<file path="config.mk">
export PLATFORM = sky130hd
export DESIGN_NAME = acc_machine
export DESIGN_NICKNAME = d
export VERILOG_FILES = /design/src/rtl/am_pkg.sv /design/src/rtl/am_decode.sv /design/src/rtl/am_exec.sv /design/src/rtl/am_pcseq.sv /design/src/rtl/am_wordmem.sv /design/src/rtl/acc_machine.sv
export SDC_FILE = /design/constraint.sdc
export NUM_CORES = 1
export LEC_CHECK = 0
export CAP_MARGIN = 20
export CELL_PAD_IN_SITES_DETAIL_PLACEMENT = 1
export CELL_PAD_IN_SITES_GLOBAL_PLACEMENT = 1
export CORE_MARGIN = 2
export CORE_UTILIZATION = 55
export DETAILED_ROUTE_END_ITERATION = 8
export DONT_BUFFER_PORTS = 1
export PLACE_DENSITY_LB_ADDON = 0.1
export SKIP_CTS_REPAIR_TIMING = 1
export SLEW_MARGIN = 30
export SYNTH_ARGS = -nofsm -noshare
export SYNTH_HDL_FRONTEND = slang
export SYNTH_SLANG_ARGS = --single-unit
</file>
<file path="constraint.sdc">
create_clock -name clk -period 4.2 [get_ports clk]
set_input_delay 0 -clock clk [delete_from_list [all_inputs] [get_ports clk]]
set_output_delay 0 -clock clk [all_outputs]
set_load 0.005 [all_outputs]
</file>
<file path="src/rtl/am_pkg.sv">
package am_pkg;
    parameter int OP_W   = 3;
    parameter int ADDR_W = 5;
    parameter int DATA_W = 8;
    localparam int FLAG_W  = 3;
    localparam int INSTR_W = OP_W + ADDR_W + FLAG_W;
    localparam int WORDS   = 1 << ADDR_W;

    typedef enum logic [OP_W-1:0] {
        OPC_ADD  = 3'd0,
        OPC_STZ  = 3'd1,
        OPC_ISZ  = 3'd2,
        OPC_JMP  = 3'd3,
        OPC_RSV4 = 3'd4,
        OPC_RSV5 = 3'd5,
        OPC_RSV6 = 3'd6,
        OPC_UOP  = 3'd7
    } opcode_e;

    // field layout of the instruction word
    typedef struct packed {
        opcode_e             op;
        logic [ADDR_W-1:0]   addr;
        logic                f_inc;
        logic                f_skz;
        logic                f_swp;
    } instr_t;

    typedef struct packed {
        logic                do_add;
        logic                do_stz;
        logic                do_isz;
        logic                do_jmp;
        logic                do_uop;
        logic [ADDR_W-1:0]   addr;
        logic                f_inc;
        logic                f_skz;
        logic                f_swp;
    } ctl_t;

    typedef struct packed {
        logic [ADDR_W-1:0]   pc;
        logic [DATA_W-1:0]   ac;
        logic [DATA_W-1:0]   ax;
    } arch_t;
endpackage

</file>
<file path="src/rtl/am_decode.sv">
module am_decode
    import am_pkg::*;
(
    input  logic               run,
    input  logic [INSTR_W-1:0] instr,
    output ctl_t               ctl
);
    instr_t iw;

    always_comb begin
        iw = instr_t'(instr);
        ctl = '0;
        ctl.addr  = iw.addr;
        ctl.f_inc = iw.f_inc;
        ctl.f_skz = iw.f_skz;
        ctl.f_swp = iw.f_swp;
        if (run) begin
            unique case (iw.op)
                OPC_ADD: ctl.do_add = 1'b1;
                OPC_STZ: ctl.do_stz = 1'b1;
                OPC_ISZ: ctl.do_isz = 1'b1;
                OPC_JMP: ctl.do_jmp = 1'b1;
                OPC_UOP: ctl.do_uop = 1'b1;
                OPC_RSV4, OPC_RSV5, OPC_RSV6: ;
                default: ;
            endcase
        end
    end
endmodule

</file>
<file path="src/rtl/am_exec.sv">
module am_exec
    import am_pkg::*;
(
    input  ctl_t               ctl,
    input  arch_t              cur,
    input  logic [DATA_W-1:0]  mem_rd,
    output logic [DATA_W-1:0]  ac_d,
    output logic [DATA_W-1:0]  ax_d,
    output logic               mem_we,
    output logic [DATA_W-1:0]  mem_wd,
    output logic               skip,
    output logic               jump
);
    logic [DATA_W-1:0] sum_w;
    logic [DATA_W-1:0] mem_inc_w;
    logic [DATA_W-1:0] ac_inc_w;

    always_comb begin
        sum_w     = cur.ac + mem_rd;
        mem_inc_w = mem_rd + DATA_W'(1);
        ac_inc_w  = ctl.f_inc ? cur.ac + DATA_W'(1) : cur.ac;

        ac_d   = cur.ac;
        ax_d   = cur.ax;
        mem_we = 1'b0;
        mem_wd = '0;
        skip   = 1'b0;
        jump   = ctl.do_jmp;

        if (ctl.do_add) begin
            ac_d = sum_w;
        end
        if (ctl.do_stz) begin
            mem_we = 1'b1;
            mem_wd = cur.ac;
            ac_d   = '0;
        end
        if (ctl.do_isz) begin
            mem_we = 1'b1;
            mem_wd = mem_inc_w;
            skip   = (mem_inc_w == '0);
        end
        if (ctl.do_uop) begin
            // increment, then zero test, then swap
            skip = ctl.f_skz && (ac_inc_w == '0);
            if (ctl.f_swp) begin
                ac_d = cur.ax;
                ax_d = ac_inc_w;
            end else begin
                ac_d = ac_inc_w;
            end
        end
    end
endmodule

</file>
<file path="src/rtl/am_pcseq.sv">
module am_pcseq
    import am_pkg::*;
(
    input  logic [ADDR_W-1:0] pc_q,
    input  logic              jump,
    input  logic              skip,
    input  logic [ADDR_W-1:0] target,
    output logic [ADDR_W-1:0] pc_d
);
    localparam logic [ADDR_W-1:0] STEP_ONE = ADDR_W'(1);
    localparam logic [ADDR_W-1:0] STEP_TWO = ADDR_W'(2);

    always_comb begin
        if (jump)
            pc_d = target;
        else
            pc_d = pc_q + (skip ? STEP_TWO : STEP_ONE);
    end
endmodule

</file>
<file path="src/rtl/am_wordmem.sv">
module am_wordmem #(
    parameter int AW = 5,
    parameter int DW = 8,
    localparam int NW = 1 << AW
) (
    input  logic          clk,
    input  logic          we,
    input  logic [AW-1:0] waddr,
    input  logic [DW-1:0] wdata,
    input  logic [AW-1:0] raddr_a,
    output logic [DW-1:0] rdata_a,
    input  logic [AW-1:0] raddr_b,
    output logic [DW-1:0] rdata_b
);
    logic [DW-1:0] words [NW];

    for (genvar w = 0; w < NW; w++) begin : g_word
        logic [DW-1:0] cell_d;
        logic [DW-1:0] cell_q;

        always_comb begin
            cell_d = cell_q;
            if (we && (waddr == AW'(w)))
                cell_d = wdata;
        end

        always_ff @(posedge clk) begin
            cell_q <= cell_d;
        end

        assign words[w] = cell_q;
    end

    assign rdata_a = words[raddr_a];
    assign rdata_b = words[raddr_b];
endmodule

</file>
<file path="src/rtl/acc_machine.sv">
module acc_machine
    import am_pkg::*;
(
    input  logic               clk,
    input  logic               rst_n,
    input  logic               instr_valid,
    input  logic [INSTR_W-1:0] instr,
    input  logic               load_we,
    input  logic [ADDR_W-1:0]  load_addr,
    input  logic [DATA_W-1:0]  load_data,
    input  logic [ADDR_W-1:0]  peek_addr,
    output logic [DATA_W-1:0]  peek_data,
    output logic [ADDR_W-1:0]  pc,
    output logic [DATA_W-1:0]  ac,
    output logic [DATA_W-1:0]  ax
);
    arch_t             st_d, st_q;
    ctl_t              ctl;
    logic              run;
    logic [DATA_W-1:0] mem_rd;
    logic [DATA_W-1:0] exe_ac, exe_ax, exe_wd;
    logic              exe_we, exe_skip, exe_jump;
    logic [ADDR_W-1:0] exe_pc;
    logic              mem_we;
    logic [ADDR_W-1:0] mem_wa;
    logic [DATA_W-1:0] mem_wd;

    assign run = instr_valid && rst_n;

    am_decode u_dec (
        .run   (run),
        .instr (instr),
        .ctl   (ctl)
    );

    am_exec u_exe (
        .ctl    (ctl),
        .cur    (st_q),
        .mem_rd (mem_rd),
        .ac_d   (exe_ac),
        .ax_d   (exe_ax),
        .mem_we (exe_we),
        .mem_wd (exe_wd),
        .skip   (exe_skip),
        .jump   (exe_jump)
    );

    am_pcseq u_pcs (
        .pc_q   (st_q.pc),
        .jump   (exe_jump),
        .skip   (exe_skip),
        .target (ctl.addr),
        .pc_d   (exe_pc)
    );

    // execution owns the write port while an instruction is presented
    always_comb begin
        if (run) begin
            mem_we = exe_we;
            mem_wa = ctl.addr;
            mem_wd = exe_wd;
        end else begin
            mem_we = load_we && !instr_valid;
            mem_wa = load_addr;
            mem_wd = load_data;
        end
    end

    am_wordmem #(.AW(ADDR_W), .DW(DATA_W)) u_mem (
        .clk     (clk),
        .we      (mem_we),
        .waddr   (mem_wa),
        .wdata   (mem_wd),
        .raddr_a (ctl.addr),
        .rdata_a (mem_rd),
        .raddr_b (peek_addr),
        .rdata_b (peek_data)
    );

    always_comb begin
        st_d = st_q;
        if (!rst_n) begin
            st_d = '0;
        end else if (instr_valid) begin
            st_d.pc = exe_pc;
            st_d.ac = exe_ac;
            st_d.ax = exe_ax;
        end
    end

    always_ff @(posedge clk) begin
        st_q <= st_d;
    end

    assign pc = st_q.pc;
    assign ac = st_q.ac;
    assign ax = st_q.ax;
endmodule

</file>
======== Word-level counts from Yosys, hierarchy flattened ========
Cells that the tools add are included.
operators by class
  add/sub/neg operators ................... 4
  multipliers ............................. 0
  divide/modulo/power cells ............... 0
  magnitude comparators ................... 2
  equal/unequal tests ..................... 35
  shifts and indexed selects .............. 0
  multiplexer cells ....................... 28
  bitwise logic cells ..................... 2
  reductions and logical operators ........ 43
operator list
  cell                 count
  $mux 8               12
  $bmux 8 s5           2
  $eq 5x5->1 const B   16
  $eq 5x4->1 const B   8
  $logic_and 1x1->1    35
  $eq 5x3->1 const B   4
  $add 8x1->8 const B  2
  $logic_not 8->1      2
  $mux 5               3
  $ge 6x6->1 const B   2
  $not 5->6            2
  $eq 5x2->1 const B   2
  $mux 1               10
  $add 8x8->8          1
  $eq 3x2->1 const B   2
  $add 5x5->5          1
  $eq 5x1->1 const B   1
  $logic_not 5->1      1
  $eq 3x1->1 const B   1
  $eq 3x3->1 const B   1
  $logic_not 3->1      1
  $reduce_and 3->1     1
  $reduce_bool 3->1    1
  $mux 2               1
  2 further kinds      2
storage, ports and cells
  register bits after elaboration ......... 277
  bits in latches ......................... 0
  bits in writable memories ............... 0
  bits in read-only memories .............. 0
  bits of input ports ..................... 33
  logic and storage cells ................. 149
  memories ................................ 0

======== Longest topological paths before layout ========
Gate-level depths: netlist of the first run.
  depth after elaboration ................. 11
  gate-level depth with buffers ........... 20
  gate-level depth less buffers ........... 16

======== Modules after synthesis ========
Synthesis of the first run repeated with hierarchy kept, for this count alone.
second synthesis, totals
  cell total of the unflattened synthesis .. 837
  area total of the unflattened synthesis .. 14375.0 um^2
modules (own cells, without submodules)
  module       instances  cells an instance  area an instance (um^2)  sequential area each (um^2)
  am_wordmem   1          523                11917.7                  7687.4
  am_exec      1          190                1162.4                   0.0
  acc_machine  1          87                 1012.2                   420.4
  am_pcseq     1          24                 161.4                    0.0
  am_decode    1          13                 121.4                    0.0

======== Least setup slack after synthesis of the first run ========
No wires, ideal clock.
  kind .................................... flip-flop to flip-flop
  start ................................... reg u_mem.g_word[31].cell_q[1]
  end ..................................... reg u_mem.g_word[0].cell_q[4] (data pin)
  arrival time ............................ 3.252 ns
  data required time ...................... 3.746 ns
  slack ................................... 0.494 ns
  stages on the path, launching flop included .. 9
  path buffers ............................ 0
  clock period less this slack ............ 3.706 ns
  path through ............................ edfxtp_1 > mux4_2 > o211ai_1 > nand4_1 > ha_1 > and2_1 > and2_1 > xnor2_1 > o21ai_0
on the way
  longest elaborated chain between the ends .. 6
ends and longest elaborated chain
  element                                     RTL line           text
  start: declaration                          am_wordmem.sv:19   logic [DW-1:0] cell_q;
  start signal: assignment                    am_wordmem.sv:28   cell_q <= cell_d;
  $bmux 8 s5                                  am_wordmem.sv:34   assign rdata_a = words[raddr_a];
  $mux 8 (implied by the code) (2 in series)  am_wordmem.sv:34
  $add 8x1->8                                 am_exec.sv:20      mem_inc_w = mem_rd + DATA_W'(1);
  $mux 8                                      am_exec.sv:38      if (ctl.do_isz) begin
  $mux 8                                      acc_machine.sv:58  if (run) begin
  via mem_wd[4]                               acc_machine.sv:26  logic [DATA_W-1:0] mem_wd;
  end signal: assignment                      am_wordmem.sv:28
  end: declaration                            am_wordmem.sv:19
The timed path passes the listed nets, and every way through them passes these cells. The select of a mux whose other input is x is not followed.
A chain may end at the register's enable or synchronous reset.

======== Final worst setup path of the first run ========
  start ................................... reg u_mem.g_word[29].cell_q[4]
  end ..................................... reg st_q, in the netlist pc[4]
on the way
  longest elaborated chain between the ends .. 10
ends and longest elaborated chain
  element                                     RTL line           text
  start: declaration                          am_wordmem.sv:19
  start signal: assignment                    am_wordmem.sv:28
  $bmux 8 s5                                  am_wordmem.sv:34
  $mux 8 (implied by the code) (2 in series)  am_wordmem.sv:34
  $add 8x1->8                                 am_exec.sv:20
  $logic_not 8->1                             am_exec.sv:41      skip = (mem_inc_w == '0);
  $mux 1                                      am_exec.sv:38
  $mux 1                                      am_exec.sv:43      if (ctl.do_uop) begin
  $mux 2                                      am_pcseq.sv:17     pc_d = pc_q + (skip ? STEP_TWO : STEP_ONE);
  $add 5x5->5                                 am_pcseq.sv:17
  $mux 5                                      am_pcseq.sv:14     if (jump)
  end signal: assignment                      acc_machine.sv:92  st_q <= st_d;
  end: declaration                            acc_machine.sv:17  arch_t st_d, st_q;
Every way passes these cells. The select of a mux whose other input is x is not followed.

==> results of run 1 <==
## where the power goes
part	switching [mW]	internal, mW
clock	1.12	1.72
combinational	0.302	0.264
sequential	0.0161	3.05
total	1.43	5.03
## synthesized netlist by cell type, drive strengths merged (4+ instances only)
cell	instances
o21ai	26
and3	4
nor2	53
inv	10
and2	7
nand4	6
nand2	54
mux2i	58
o211a	16
nand2b	5
buf	33
edfxtp	256
o211ai	7
dfxtp	21
nor3	5
nor2b	12
a21oi	15
nand3	17
clkbuf	29
mux2	8
xnor2	7
nand3b	5
ha	12
mux4	124
a22oi	31
xor2	11
## state kept, by name, indices dropped and copies added, names as in the netlist
| register | flops |
|---|---|
| ax | 8 |
| pc | 5 |
| u_mem.g_word.cell_q | 256 |
| ac | 8 |
## critical path, cell delays in order, from the launching register on
cell,delay [ps]
edfxtp_1,400
mux4_1,510
o211a_1,220
o21ai_0,160
nand4_2,280
nand3b_4,230
or3_1,320
a32oi_2,240
a41oi_1,140
ha_1,250
fa_1,420
and3_1,210
nor3b_1,140
a21oi_1,140
a2bb2oi_1,180
nor2b_1,60
## logic make-up (layout without fill, tap and decap cells)
group	count (synthesis)	count (layout)	synth area share
xor+xnor	18	18	0.01111
flops	277	277	0.5712
fa+ha+maj	14	14	0.01340
mux	190	190	0.2474
buf+inv	73	120	0.03015
compound gates	123	123	0.06400
simple gates	182	182	0.06268
other cells	0	1	0
## worst paths after layout
path / endpoint / cells past startpoint / from / slack [ps]
worst min-delay path: ac[4] / 4 / instr[0] / -10
worst min register to register: ax[0] / 1 / ax[0] / 550
worst max-delay path: pc[4] / 15 / u_mem.g_word[29].cell_q[4] / 170
worst max register to register: pc[4] / 15 / u_mem.g_word[29].cell_q[4] / 170
## final cells by class
type | instances | area (um2) | area share
Clock inverter | 24 | 297.8 | 0.01881
Timing Repair Buffer | 54 | 442.9 | 0.02798
Tap cell | 330 | 412.9 | 0.02608
Inverter | 11 | 41.29 | 0.002608
Sequential cell | 277 | 8108 | 0.5122
Multi-Input combinational cell | 527 | 5748 | 0.3631
Antenna cell | 1 | 2.502 | 0.0001581
Clock buffer | 31 | 775.7 | 0.04901
## stage by stage
stage | instance area [um2] | instances
3_3_place_gp | 14520 | 1181
5_1_grt | 15830 | 1255
4_1_cts | 15650 | 1236
6_report | 15830 | 1255
2_1_floorplan | 14190 | 877
3_5_place_dp | 14570 | 1181
## per-layer routing
layer,vias up,part of all wire,global-route usage
met2,512,0.49,0.5108
li1,3660,-,-
met5,-,0,0
met4,0,0.042,0.1257
met1,4606,0.37,0.4219
met3,115,0.098,0.06580
==> reports/results.tsv, run 1 <==
stage	metric	value	unit
outcome	status	finished, violations left	
outcome	violations	hold timing	
run	cap_violations	0	
global_routing	overflow	0	
cts	cts_tree	yes	
placement	portBuffers	0	
drt	drt_pre_antenna_iters	5	
cts	clock-sinks	277	
synthesis	yosysTopAreaCellShare	0.5416	
sta	max_freq	0.2484	GHz
sta	fin_crit	4025	ps
synthesis	syn_area	0.01419	mm2
sta	finalCritPeriodShare	0.9583	
cts	cts_buffers	30	
critical_path	crit_arrival	4460	ps
synthesis	yosys.area.top_type	edfxtp_1	
critical_path	cp.required	4640	ps
sta	setup_slack	174.9	ps
synthesis	syn_inst	877	
synthesis	synth_ff_type	edfxtp_1	
finish	final_common_cell	edfxtp_1	
finish	synthToLayoutAreaGrowth	11.52	%
synthesis	synthArstFlopShare	0	
sta	finalClockSkew	18.09	ps
drt	vias_per_cell	7.086	
drt	drt_iter0_drc	1245	
critical_path	crit_type	reg -> reg	
critical_path	start_kind	register	
sta	final_max_slew_viol_count	0	
placement	dp_slack	166.9	ps
power_and_ir_drop	fin_total_pwr	6.465	mW
synthesis	syn_nets	924	
sta	tns	0	ps
global_routing	grt_usage	0.3151	
floorplan	rows	58	
critical_path	crit_path_end_kind	register	
floorplan	die_area	0.02711	mm2
finish	n_fill_cell	2219	
floorplan	design.portCount	62	
cts	path_clk_slew	60	ps
sta	whs	-10.96	ps
synthesis	synth-edff-count	256	
drt	final_antenna_net_count	0	
finish	layout_common_cells	256 x edfxtp_1, 111 x mux4_2, 58 x mux2i_1	
global_routing	first_global_vias	9325	
sta	worst_pin_slew	1016	ps
synthesis	synth_cell_types	68	
sta	rsz0062_at_grt	false	
synthesis	yosysSeqAreaShare	0.5712	
global_routing	grt_max_degree	91	
power_and_ir_drop	p_leak	5.427	nW
synthesis	avgSynthCellArea	16.18	um2
floorplan	core-area	0.02525	mm2
global_routing	antenna_found_initial	1	
floorplan	initial_core_util	0.5620	
sta	setup_viol	0	
power_and_ir_drop	p_per_area	408.4	mW/mm2
finish	drive_above_1_share	0.2630	
finish	utilization	0.6268	
global_routing	grt_pass1_wl	61090	um
sta	hold_viol_final	4	
cts	clock_latency	560	ps
cts	h-tree-depth	1	
sta	max_slew_margin	0.3180	
finish	layout.nets	948	
synthesis	ys_ff_latch	277	
placement	place_congestion	0.8150	
worst_hold_path	hold_class	in -> reg	
floorplan	die_h	164.6	um
floorplan	die_w	164.6	um
synthesis	yosysWarnings	0	
cts	clock_path_buffers	3	
critical_path	cp_max_fo	4	
drt	wirelength	42130	um
synthesis	yosys-top-cells-area	edfxtp_1 54%, mux4_2 18%, mux2i_1 4.1%	
cts	clockRootBuffer	clkbuf_16	
power_and_ir_drop	vdd_drop_max	0.3689	mV
placement	dp_hpwl	27040	um
drt	wl_per_cell	33.57	um
drt	drc	0	
drt	route.vias.total	8893	
No activity file was read; power rests on OpenSTA's default activity.
==> inputs of run 2 (changes only) <==
--- a/constraint.sdc
+++ b/constraint.sdc
@@ -3,2 +3,2 @@
 set_output_delay 0 -clock clk [all_outputs]
-set_load 0.005 [all_outputs]
+set_load 0.1 [all_outputs]
==> reports/results.tsv, run 2 (same netlist as run 1, synthesis figures left out) <==
stage	metric	value	unit
critical_path	crit_arrival	4490	ps
sta	max_freq	0.2481	GHz
cts	clock_latency	570	ps
drt	route.vias.total	8987	
global_routing	grt_pass1_wl	61830	um
cts	clock-sinks	277	
sta	finalClockSkew	14.50	ps
finish	utilization	0.6275	
sta	finalCritPeriodShare	0.9599	
sta	max_slew_margin	0.2976	
global_routing	antenna_found_initial	0	
cts	cts_buffers	30	
critical_path	start_kind	register	
critical_path	crit_type	reg -> reg	
cts	cts_tree	yes	
power_and_ir_drop	p_leak	5.445	nW
drt	drc	0	
critical_path	r2r_cells	15	
critical_path	critPathLaunch	u_mem.g_word[29].cell_q[4]	
critical_path	cp_max_fo	4	
sta	fin_crit	4031	ps
outcome	violations	hold timing	
critical_path	worstReg2RegEnd	pc[4]	
drt	drt_pre_antenna_iters	5	
critical_path	cp.required	4660	ps
finish	largest_reg_flops	256	
power_and_ir_drop	fin_total_pwr	6.513	mW
power_and_ir_drop	vdd_drop_max	0.3181	mV
placement	place_congestion	0.8411	
placement	portBuffers	0	
critical_path	cp_top_family	simple AND/OR/NAND/NOR gates	
finish	layout_common_cells	256 x edfxtp_1, 111 x mux4_2, 58 x mux2i_1	
sta	rsz0062_at_grt	false	
drt	vias_per_cell	7.133	
floorplan	die_h	164.6	um
critical_path	crit_buf_inv	0	
power_and_ir_drop	p_per_area	411.0	mW/mm2
floorplan	design.portCount	62	
sta	hold_viol_final	2	
critical_path	r2r_slack	170	ps
floorplan	rows	58	
sta	worst_pin_slew	1047	ps
drt	drt_iter0_drc	1200	
finish	layout.nets	955	
cts	clock_path_buffers	3	
finish	final_common_cell	edfxtp_1	
floorplan	initial_core_util	0.5620	
finish	drive_above_1_share	0.2710	
critical_path	cp_slowest_cell	mux4_1	
global_routing	first_global_vias	9284	
placement	placed_cells	1187	
sta	final_max_slew_viol_count	0	
critical_path	cp.depth	15	
floorplan	die_area	0.02711	mm2
critical_path	slowest_delay	500	ps
finish	layoutNonFillerInstCount	1260	
critical_path	crit_path_end_kind	register	
critical_path	critPathCapture	pc[4]	
cts	h-tree-depth	1	
floorplan	core-area	0.02525	mm2
finish	synthToLayoutAreaGrowth	11.64	%
sta	whs	-14.91	ps
drt	final_antenna_net_count	0	
global_routing	overflow	0	
global_routing	grt_usage	0.3186	
critical_path	crit_chain	mux4_1 > o211a_1 > o21ai_0 > nand4_2 > nand3b_4 > or3_1 > a32oi_2 > a41oi_1 > ha_1 > fa_1 > and3_1 > nor3b_1 > a21oi_1 > a2bb2oi_1 > nor2b_1	
run	cap_violations	0	
critical_path	timing.rr.start	u_mem.g_word[29].cell_q[4]	
sta	tns	0	ps
cts	clockRootBuffer	clkbuf_16	
drt	wirelength	42950	um
cts	path_clk_slew	60	ps
global_routing	grt_max_degree	91	
floorplan	die_w	164.6	um
finish	top_register	u_mem.g_word.cell_q	
placement	dp_hpwl	27340	um
finish	num_antenna_cells	0	
outcome	status	finished, violations left	
worst_hold_path	hold_class	in -> reg	
sta	setup_viol	0	
drt	wl_per_cell	34.09	um
finish	n_fill_cell	2207	
[run 2: cell count changes in the layout (fill, tap and decap cells not counted), moves of 2 or more]
cell      delta
dfxtp_1      -2
buf_4        +7
inv_6        -2
clkinv_1     +2
dfxtp_2      +2
clkinv_4     -3
clkinv_2     +3
[run 2: tightest hold or removal path, cell delays in order]
cell     delay, ps
nand3_1         60
nor2_1          70
xor2_1         170
mux2i_1        150
nor2b_1         60
[run 2: how the worst min path moves through the flow]
| stage | from | to | slack [ps] | depth (start not counted) |
|---|---|---|---|---|
| finish | instr[2] | ax[5] | -10 | 5 |
| global route | instr[2] | ax[5] | 6 | 5 |
| CTS | rst_n | ax[1] | -450 | 1 |
| detailed placement | rst_n | pc[2] | 140 | 1 |
| global placement | rst_n | ax[5] | 130 | 1 |
| floorplan | rst_n | ac[7] | 140 | 2 |
[run 2: per-layer routing]
| layer | global-route usage | up-vias | wire, um | part of all wire |
|---|---|---|---|---|
| li1 | - | 3668 | - | - |
| met5 | 0 | - | 0 | 0 |
| met2 | 0.5194 | 522 | 20970 | 0.49 |
| met4 | 0.1249 | 0 | 1877 | 0.044 |
| met3 | 0.05073 | 111 | 3682 | 0.086 |
| met1 | 0.4360 | 4686 | 16420 | 0.38 |
[run 2: power by group]
group | internal, mW | total, mW | switching [mW]
registers | 3.05 | 3.08 | 0.0311
clock network | 1.61 | 2.74 | 1.13
logic | 0.272 | 0.690 | 0.418
total | 4.93 | 6.51 | 1.58
[run 2: through the flow]
| step | setup slack, ps | instance area (um2) |
|---|---|---|
| after floorplan | 283.9 | 14190 |
| after global placement | 236.6 | 14560 |
| after detailed placement | 144.1 | 14620 |
| after CTS | 114.6 | 15630 |
| after global routing | 0.4103 | 15850 |
| final | 168.6 | 15850 |
[run 2: final cells by class]
cell class,instances,area [um2],share of cell area
Tap cell,330,412.9,0.02606
Multi-Input combinational cell,527,5774,0.3644
Clock inverter,23,257.7,0.01627
Inverter,11,41.29,0.002606
Sequential cell,277,8110,0.5118
Timing Repair Buffer,61,495.5,0.03127
Clock buffer,31,754.5,0.04761
